[src/rtl/irqc_pkg.sv]
package irqc_pkg;
  // Status bit positions that the host software decodes
  localparam int SRC_TMR_A  = 0;
  localparam int SRC_TMR_B  = 1;
  localparam int SRC_ALARM  = 2;
  localparam int SRC_SERIAL = 3;

  typedef enum logic {MASK_CLEAR = 1'b0, MASK_SET = 1'b1} mask_op_e;
endpackage

[src/rtl/irqc_flag_sync.sv]
module irqc_flag_sync #(
  parameter int STAGES = 2
) (
  input  logic clk,
  input  logic rst,
  input  logic pin_n,
  output logic fall
);
  // chain[STAGES-1] is the synchronized level, chain[STAGES] its previous value
  logic [STAGES:0] chain;

  always_ff @(posedge clk) begin
    if (rst) chain <= '1;
    else     chain <= {chain[STAGES-1:0], pin_n};
  end

  assign fall = chain[STAGES] & ~chain[STAGES-1];

  // a single falling edge yields a single event
  a_r10_single_event: assert property (@(posedge clk) disable iff (rst)
    fall |=> !fall);
endmodule

[src/rtl/irqc_mask.sv]
module irqc_mask
  import irqc_pkg::*;
#(
  parameter int NUM_SRC = 5,
  parameter int DATA_W  = 8
) (
  input  logic               clk,
  input  logic               rst,
  input  logic               wr,
  input  logic [DATA_W-1:0]  data,
  output logic [NUM_SRC-1:0] mask_q,
  output logic [NUM_SRC-1:0] mask_nxt
);
  localparam int OP_BIT = DATA_W - 1;

  mask_op_e           op;
  logic [NUM_SRC-1:0] sel;

  assign op  = mask_op_e'(data[OP_BIT]);
  assign sel = data[NUM_SRC-1:0];

  always_comb begin
    mask_nxt = mask_q;
    if (wr) begin
      if (op == MASK_SET) mask_nxt = mask_q | sel;
      else                mask_nxt = mask_q & ~sel;
    end
  end

  always_ff @(posedge clk) begin
    if (rst) mask_q <= '0;
    else     mask_q <= mask_nxt;
  end

  // selected bits become 1 on a set write
  a_r5_set_bits: assert property (@(posedge clk) disable iff (rst)
    (wr && data[OP_BIT]) |=> ((mask_q & $past(sel)) == $past(sel)));
  // selected bits become 0 on a clear write
  a_r6_clear_bits: assert property (@(posedge clk) disable iff (rst)
    (wr && !data[OP_BIT]) |=> ((mask_q & $past(sel)) == '0));
  // unselected bits and idle cycles leave the mask alone
  a_r5_untouched: assert property (@(posedge clk) disable iff (rst)
    wr |=> ((mask_q & ~$past(sel)) == ($past(mask_q) & ~$past(sel))));
  a_r6_idle_stable: assert property (@(posedge clk) disable iff (rst)
    !wr |=> $stable(mask_q));
endmodule

[src/rtl/irqc_status.sv]
module irqc_status #(
  parameter int NUM_SRC = 5,
  parameter int DATA_W  = 8
) (
  input  logic               clk,
  input  logic               rst,
  input  logic               rd,
  input  logic [NUM_SRC-1:0] set,
  input  logic [NUM_SRC-1:0] mask_q,
  input  logic [NUM_SRC-1:0] mask_nxt,
  input  logic               mask_wr,
  output logic [DATA_W-1:0]  rd_data,
  output logic               irq_n
);
  localparam int SUM_BIT = DATA_W - 1;

  logic [NUM_SRC-1:0] pend_q, pend_keep, pend_nxt;
  logic               sum_q, sum_nxt;
  logic [DATA_W-1:0]  snap;

  // A read empties the register, but pulses of the same cycle land afterwards
  assign pend_keep = rd ? '0 : pend_q;
  assign pend_nxt  = pend_keep | set;

  always_comb begin
    sum_nxt = sum_q & ~rd;
    if (|(set & mask_q)) sum_nxt = 1'b1;
    if (mask_wr && |(pend_nxt & mask_nxt)) sum_nxt = 1'b1;
  end

  always_comb begin
    snap                = '0;
    snap[NUM_SRC-1:0]   = pend_q;
    snap[SUM_BIT]       = sum_q;
  end

  always_ff @(posedge clk) begin
    if (rst) begin
      pend_q  <= '0;
      sum_q   <= 1'b0;
      irq_n   <= 1'b1;
      rd_data <= '0;
    end else begin
      pend_q <= pend_nxt;
      sum_q  <= sum_nxt;
      irq_n  <= ~sum_nxt;
      if (rd) rd_data <= snap;
    end
  end

  // pending bits are sticky while no read occurs
  a_r2_sticky: assert property (@(posedge clk) disable iff (rst)
    !rd |=> ((pend_q & $past(pend_q)) == $past(pend_q)));
  // an enabled pulse pulls the request low
  a_r3_enabled_fires: assert property (@(posedge clk) disable iff (rst)
    (|(set & mask_q)) |=> !irq_n);
  // a quiet read clears everything and releases the request
  a_r8_read_clears: assert property (@(posedge clk) disable iff (rst)
    (rd && set == '0) |=> (pend_q == '0 && irq_n));
  // a pulse coincident with a read survives it
  a_r9_keep_pulse: assert property (@(posedge clk) disable iff (rst)
    (rd && set != '0) |=> (pend_q == $past(set)));
  // the request holds until a read
  a_r11_hold_low: assert property (@(posedge clk) disable iff (rst)
    (!irq_n && !rd) |=> !irq_n);
endmodule

[src/rtl/irq_collect.sv]
module irq_collect #(
  parameter int NUM_EVT     = 4,
  parameter int DATA_W      = 8,
  parameter int SYNC_STAGES = 2
) (
  input  logic               clk,
  input  logic               rst,
  input  logic [NUM_EVT-1:0] evt_pulse,
  input  logic               flag_n,
  input  logic               mask_wr,
  input  logic [DATA_W-1:0]  wr_data,
  input  logic               stat_rd,
  output logic [DATA_W-1:0]  rd_data,
  output logic               irq_n
);
  localparam int NUM_SRC  = NUM_EVT + 1;
  localparam int FLAG_BIT = NUM_EVT;

  logic               flag_fall;
  logic [NUM_SRC-1:0] src_set;
  logic [NUM_SRC-1:0] mask_q, mask_nxt;

  irqc_flag_sync #(.STAGES(SYNC_STAGES)) u_flag (
    .clk   (clk),
    .rst   (rst),
    .pin_n (flag_n),
    .fall  (flag_fall)
  );

  always_comb begin
    src_set                 = '0;
    src_set[NUM_EVT-1:0]    = evt_pulse;
    src_set[FLAG_BIT]       = flag_fall;
  end

  irqc_mask #(.NUM_SRC(NUM_SRC), .DATA_W(DATA_W)) u_mask (
    .clk      (clk),
    .rst      (rst),
    .wr       (mask_wr),
    .data     (wr_data),
    .mask_q   (mask_q),
    .mask_nxt (mask_nxt)
  );

  irqc_status #(.NUM_SRC(NUM_SRC), .DATA_W(DATA_W)) u_stat (
    .clk      (clk),
    .rst      (rst),
    .rd       (stat_rd),
    .set      (src_set),
    .mask_q   (mask_q),
    .mask_nxt (mask_nxt),
    .mask_wr  (mask_wr),
    .rd_data  (rd_data),
    .irq_n    (irq_n)
  );

  // padding bits between the sources and the summary stay zero
  a_r12_pad_zero: assert property (@(posedge clk) disable iff (rst)
    rd_data[DATA_W-2:NUM_SRC] == '0);
endmodule

[config.mk]
export PLATFORM = sky130hd
export DESIGN_NAME = irq_collect
export DESIGN_NICKNAME = d
export VERILOG_FILES = /design/src/rtl/irqc_pkg.sv /design/src/rtl/irqc_flag_sync.sv /design/src/rtl/irqc_mask.sv /design/src/rtl/irqc_status.sv /design/src/rtl/irq_collect.sv
export SDC_FILE = /design/constraint.sdc
export NUM_CORES = 1
export LEC_CHECK = 0
export BUFFER_PORTS_ARGS = -buffer_cell sky130_fd_sc_hd__buf_2
export CORE_MARGIN = 2
export CORE_UTILIZATION = 25
export DETAILED_ROUTE_END_ITERATION = 6
export GPL_TIMING_DRIVEN = 0
export PLACE_DENSITY_LB_ADDON = 0.12
export SLEW_MARGIN = 10
export SYNTH_ARGS = -nofsm -noshare
export SYNTH_HDL_FRONTEND = slang
export SYNTH_HIERARCHICAL = 1
export SYNTH_SLANG_ARGS = --single-unit
[constraint.sdc]
create_clock -name clk -period 1.6 [get_ports clk]
set_input_delay 0.24 -clock clk [delete_from_list [all_inputs] [get_ports clk]]
set_output_delay 0.24 -clock clk [all_outputs]
set_load 0.01 [all_outputs]
==> flow_results.org <==
** Synth
- Top cell type's share of synthesized area :: between 40% and 50%
- EDFF count, synth :: 0
- Number of synthesized register bits :: 21
- Post-synth top area cell :: sky130_fd_sc_hd__dfxtp_1
- Seq/Total Area, Yosys :: 47.5%
- In the synthesized netlist the dominant register cell turns out to be sky130_fd_sc_hd__dfxtp_1.
- Top post-synthesis cells by count :: sky130_fd_sc_hd__dfxtp_1 (21), sky130_fd_sc_hd__nor2_1 (12), sky130_fd_sc_hd__mux2i_1 (11), sky130_fd_sc_hd__nand2b_1 (7)
- The synthesized netlist occupies a cell area of slightly below 900 um^2.
- Cell variety after synth :: 22
- Synthesis produced a netlist whose cell count is 91.
- Each instance of the synthesized netlist takes up on average a little under 10 um^2.
- Dominant cell by count in the synthesized netlist :: sky130_fd_sc_hd__dfxtp_1
- Total number of yosys warnings :: 6
- Asr flop ratio synth :: 0%
- Ranked by total cell area, the synthesized netlist is headed by sky130_fd_sc_hd__dfxtp_1 (47%), sky130_fd_sc_hd__mux2i_1 (12%), sky130_fd_sc_hd__mux2_1 (6.4%).

** Power
- IR analysis of the VDD net gives a maximum drop of 0.292 mV.
- In this run the static leakage power is 0.500 nW.
- Dividing total power by cell area gives a power density of 893 mW/mm^2.
- Of the total power, combinational logic draws approximately 15%.
- The share of total power dissipated in the clock network is roughly a quarter.
- In this run the power spent charging and discharging nets is 0.000243 W.
- Registers are responsible for 59.1% of the overall power.
- Proportion of total power due to net switching :: 25.3%
- Power, Total :: ~0.00096 W
- Cell internal power was estimated by the tool at about 0.00072 W.

** Floorplanning
- Number of ports placed on the die boundary :: 26
- In this run the core area contains 21 standard-cell rows.
- In this run the horizontal extent of the chip is 63.5 um.
- Once the floorplan was initialized, standard cells occupied about a quarter of the core.
- The floorplan step set the die height to around 64 um.
- The die covers 0.00404 mm^2.
- Std-Cell Core Area :: ~0.0034 mm^2

** Route
- Routed met2 length :: 720 um
- The detail route stage leaves a number of antenna-violating nets equal to 0.
- Post-route met1 wirelength :: approximately 870 um
- Final routed wire length divided by cell count :: 10.6 um
- Number of violations reported at the end of detailed-routing iteration 0 :: 20
- The first TritonRoute pass finished after 4 iterations.
- Summed over all nets, wire length on met3 after detailed routing comes to 103 um.
- Using the TritonRoute via totals, the vias-per-cell ratio works out to roughly 4.0.
- Routed wire length :: 1710 um
- For this run, design rule violations remaining after detail routing come to 0.
- Vias :: between 600 and 700
- Routed signal wires occupy layers up through met4.

** GRT
- Entering global routing, the biggest net connects 13 pins.
- The first global-routing pass estimated about 3000 um of wire.
- Number of global-route vias before repair :: 651
- Global routing consumed, over all layers together, 9.52% of the routing resources.
- The initial antenna violation count was 0.
- GR Overflow Total :: 0

** Clocking
- Clk slew on worst S/H paths :: between 0.1 and 0.15 ns
- TritonCTS created 3 clock buffers.
- Number of H-tree levels :: 1
- Clock tree synthesis selected as its root buffer the cell sky130_fd_sc_hd__clkbuf_4.
- Hold repair after CTS inserted 0 buffers.
- Buffers added to address setup during post-CTS repair amount to 0.
- Post-cts resize count :: 0
- Clock tree from TritonCTS :: built
- Clock Path Buffers :: 2
- Clock insertion delay at the later pin of the skew report :: 0.30 ns
- Clk sinks :: 21

** Cells and area
- The area growth from synthesis to layout is 21.3%.
- Of the cells placed in the final design, the portion with a size suffix greater than 1 is 26.7%.
- Number of antenna cells inserted :: 0
- The final layout contains between 100 and 150 nets.
- For this run, the share of the core covered by cells in the final layout is 32.0%.
- Number of fillers in the final layout :: between 300 and 400

** Timing
- Setup violations remaining at the end of the flow were counted as 0.
- Final hold analysis gives a worst-case slack of 0.113 ns.
- RSZ-0062 raised after global routing :: no
- Final Hold Fails :: 0
- After layout, the worst path uses 79.8% of the clock period.
- Based on the critical path, the design can be clocked at up to 0.783 GHz.
- Maximum clock skew at final layout :: about 0.0018 ns
- Counting I/O delays and the setup requirement, the final critical path takes 1.28 ns.
- Final count of pins violating max slew :: 0
- Accumulated negative setup slack :: 0 ns

** Critical path
- STA classifies the critical path endpoint as a flop.
- Data arrives at the worst endpoint at 1.48 ns.
- Required time reported for the critical path endpoint :: about 1.8 ns
- Of all nets on the critical path, the largest fanout is 2.
- The worst setup path is of the flop to flop kind.
- The worst setup path is launched from a flop.

** Placed design
- Port buffer count :: 20
- Total half-perimeter wirelength after legalization and detailed placement :: 1310 um
- The congestion estimate from routability-driven global placement came to 0.693.

** Flow run
- Max Cap Violations :: 0

** Min path
- Class of the most critical hold timing path :: input port to flop

** Status
- The flow ran to the end, and the final reports show no timing, DRC or antenna violations.
==> metal layers <==
layer  vias to the layer above  track usage [%]
met5                         -                0
met4                         0             4.08
li1                        353                -
met1                       277             13.1
met2                        16             13.0
met3                         2             3.75
==> layout make-up <==
class | instances | area, um^2 | share of cell area (%)
inverters | 6 | 22.5 | 2.10
flip-flops and latches | 21 | 420 | 39.1
clock buffers | 3 | 22.5 | 2.10
well taps | 46 | 57.6 | 5.36
plain buffers | 4 | 30.0 | 2.79
multi-input cells | 61 | 417 | 38.8
clock inverters | 1 | 5.00 | 0.466
repair buffers | 20 | 100 | 9.31
==> layout by cell type, fill, tap and decap left out <==
cell type and n:
sky130_fd_sc_hd__mux2_1 5, sky130_fd_sc_hd__inv_1 6, sky130_fd_sc_hd__buf_6 1, sky130_fd_sc_hd__o21ai_1 1, sky130_fd_sc_hd__or2_1 3, sky130_fd_sc_hd__nand2b_1 7
sky130_fd_sc_hd__nor2b_1 2, sky130_fd_sc_hd__buf_4 2, sky130_fd_sc_hd__a21oi_1 3, sky130_fd_sc_hd__a21oi_2 2, sky130_fd_sc_hd__buf_1 1, sky130_fd_sc_hd__clkinv_2 1
sky130_fd_sc_hd__o221ai_1 1, sky130_fd_sc_hd__a22oi_1 2, sky130_fd_sc_hd__o221ai_2 1, sky130_fd_sc_hd__mux2i_1 11, sky130_fd_sc_hd__clkbuf_4 3, sky130_fd_sc_hd__buf_2 20
sky130_fd_sc_hd__nor2_1 12, sky130_fd_sc_hd__dfxtp_1 21, sky130_fd_sc_hd__nand2_1 6, sky130_fd_sc_hd__o21ai_0 1, sky130_fd_sc_hd__conb_1 2, sky130_fd_sc_hd__o21a_1 1
sky130_fd_sc_hd__and4_4 1
==> sequential cells by signal, indices dropped and copies added, names as in the netlist <==
name and flops:
u_mask/mask_q 5, u_stat/pend_q 5, u_stat/sum_q 1, u_flag/chain 3, u_stat/rd_data 6, u_stat/irq_n 1
==> path summary, 6_finish.rpt <==
kind | start | end | slack [ns] | cells after the start
min | flag_n | u_flag/chain[0] | 0.11 | 2
max | u_flag/chain[2] | u_stat/sum_q | 0.32 | 5
min reg2reg | u_flag/chain[0] | u_flag/chain[1] | 0.41 | 1
max reg2reg | u_flag/chain[2] | u_stat/sum_q | 0.32 | 5
==> worst max-delay path: stages, from the launching register on <==
cell,delay (ns)
sky130_fd_sc_hd__dfxtp_1,0.31
sky130_fd_sc_hd__nor2b_1,0.15
sky130_fd_sc_hd__a22oi_1,0.19
sky130_fd_sc_hd__and4_4,0.27
sky130_fd_sc_hd__o221ai_2,0.09
sky130_fd_sc_hd__o21a_1,0.18
==> per-stage QoR <==
stage | cell area [um^2] | cells | worst slack (ns)
floorplan | 890 | 92 | 0.439
finish | 1070 | 162 | 0.323
global route | 1070 | 162 | 0.260
detailed placement | 1050 | 158 | 0.193
CTS | 1070 | 162 | 0.299
global placement | 1050 | 158 | 0.198
==> cell families after synthesis <==
kind of cell	synth area share, %
AO/OA/AOI/OAI	10.0
buffers and inverters	5.93
flip-flops	47.5
multiplexers	18.8
other	0.423
AND/OR/NAND/NOR	17.4
==> power groups by stage <==
stage	clock [W]	combinational [W]	sequential (W)
floorplan	0	0.0000923	0.000581
global placement	0	0.000144	0.000578
detailed placement	0	0.000144	0.000579
CTS	0.000271	0.000145	0.000568
global route	0.000294	0.000163	0.000571
finish	0.000249	0.000143	0.000567
No activity file was read; power rests on OpenSTA's default activity.
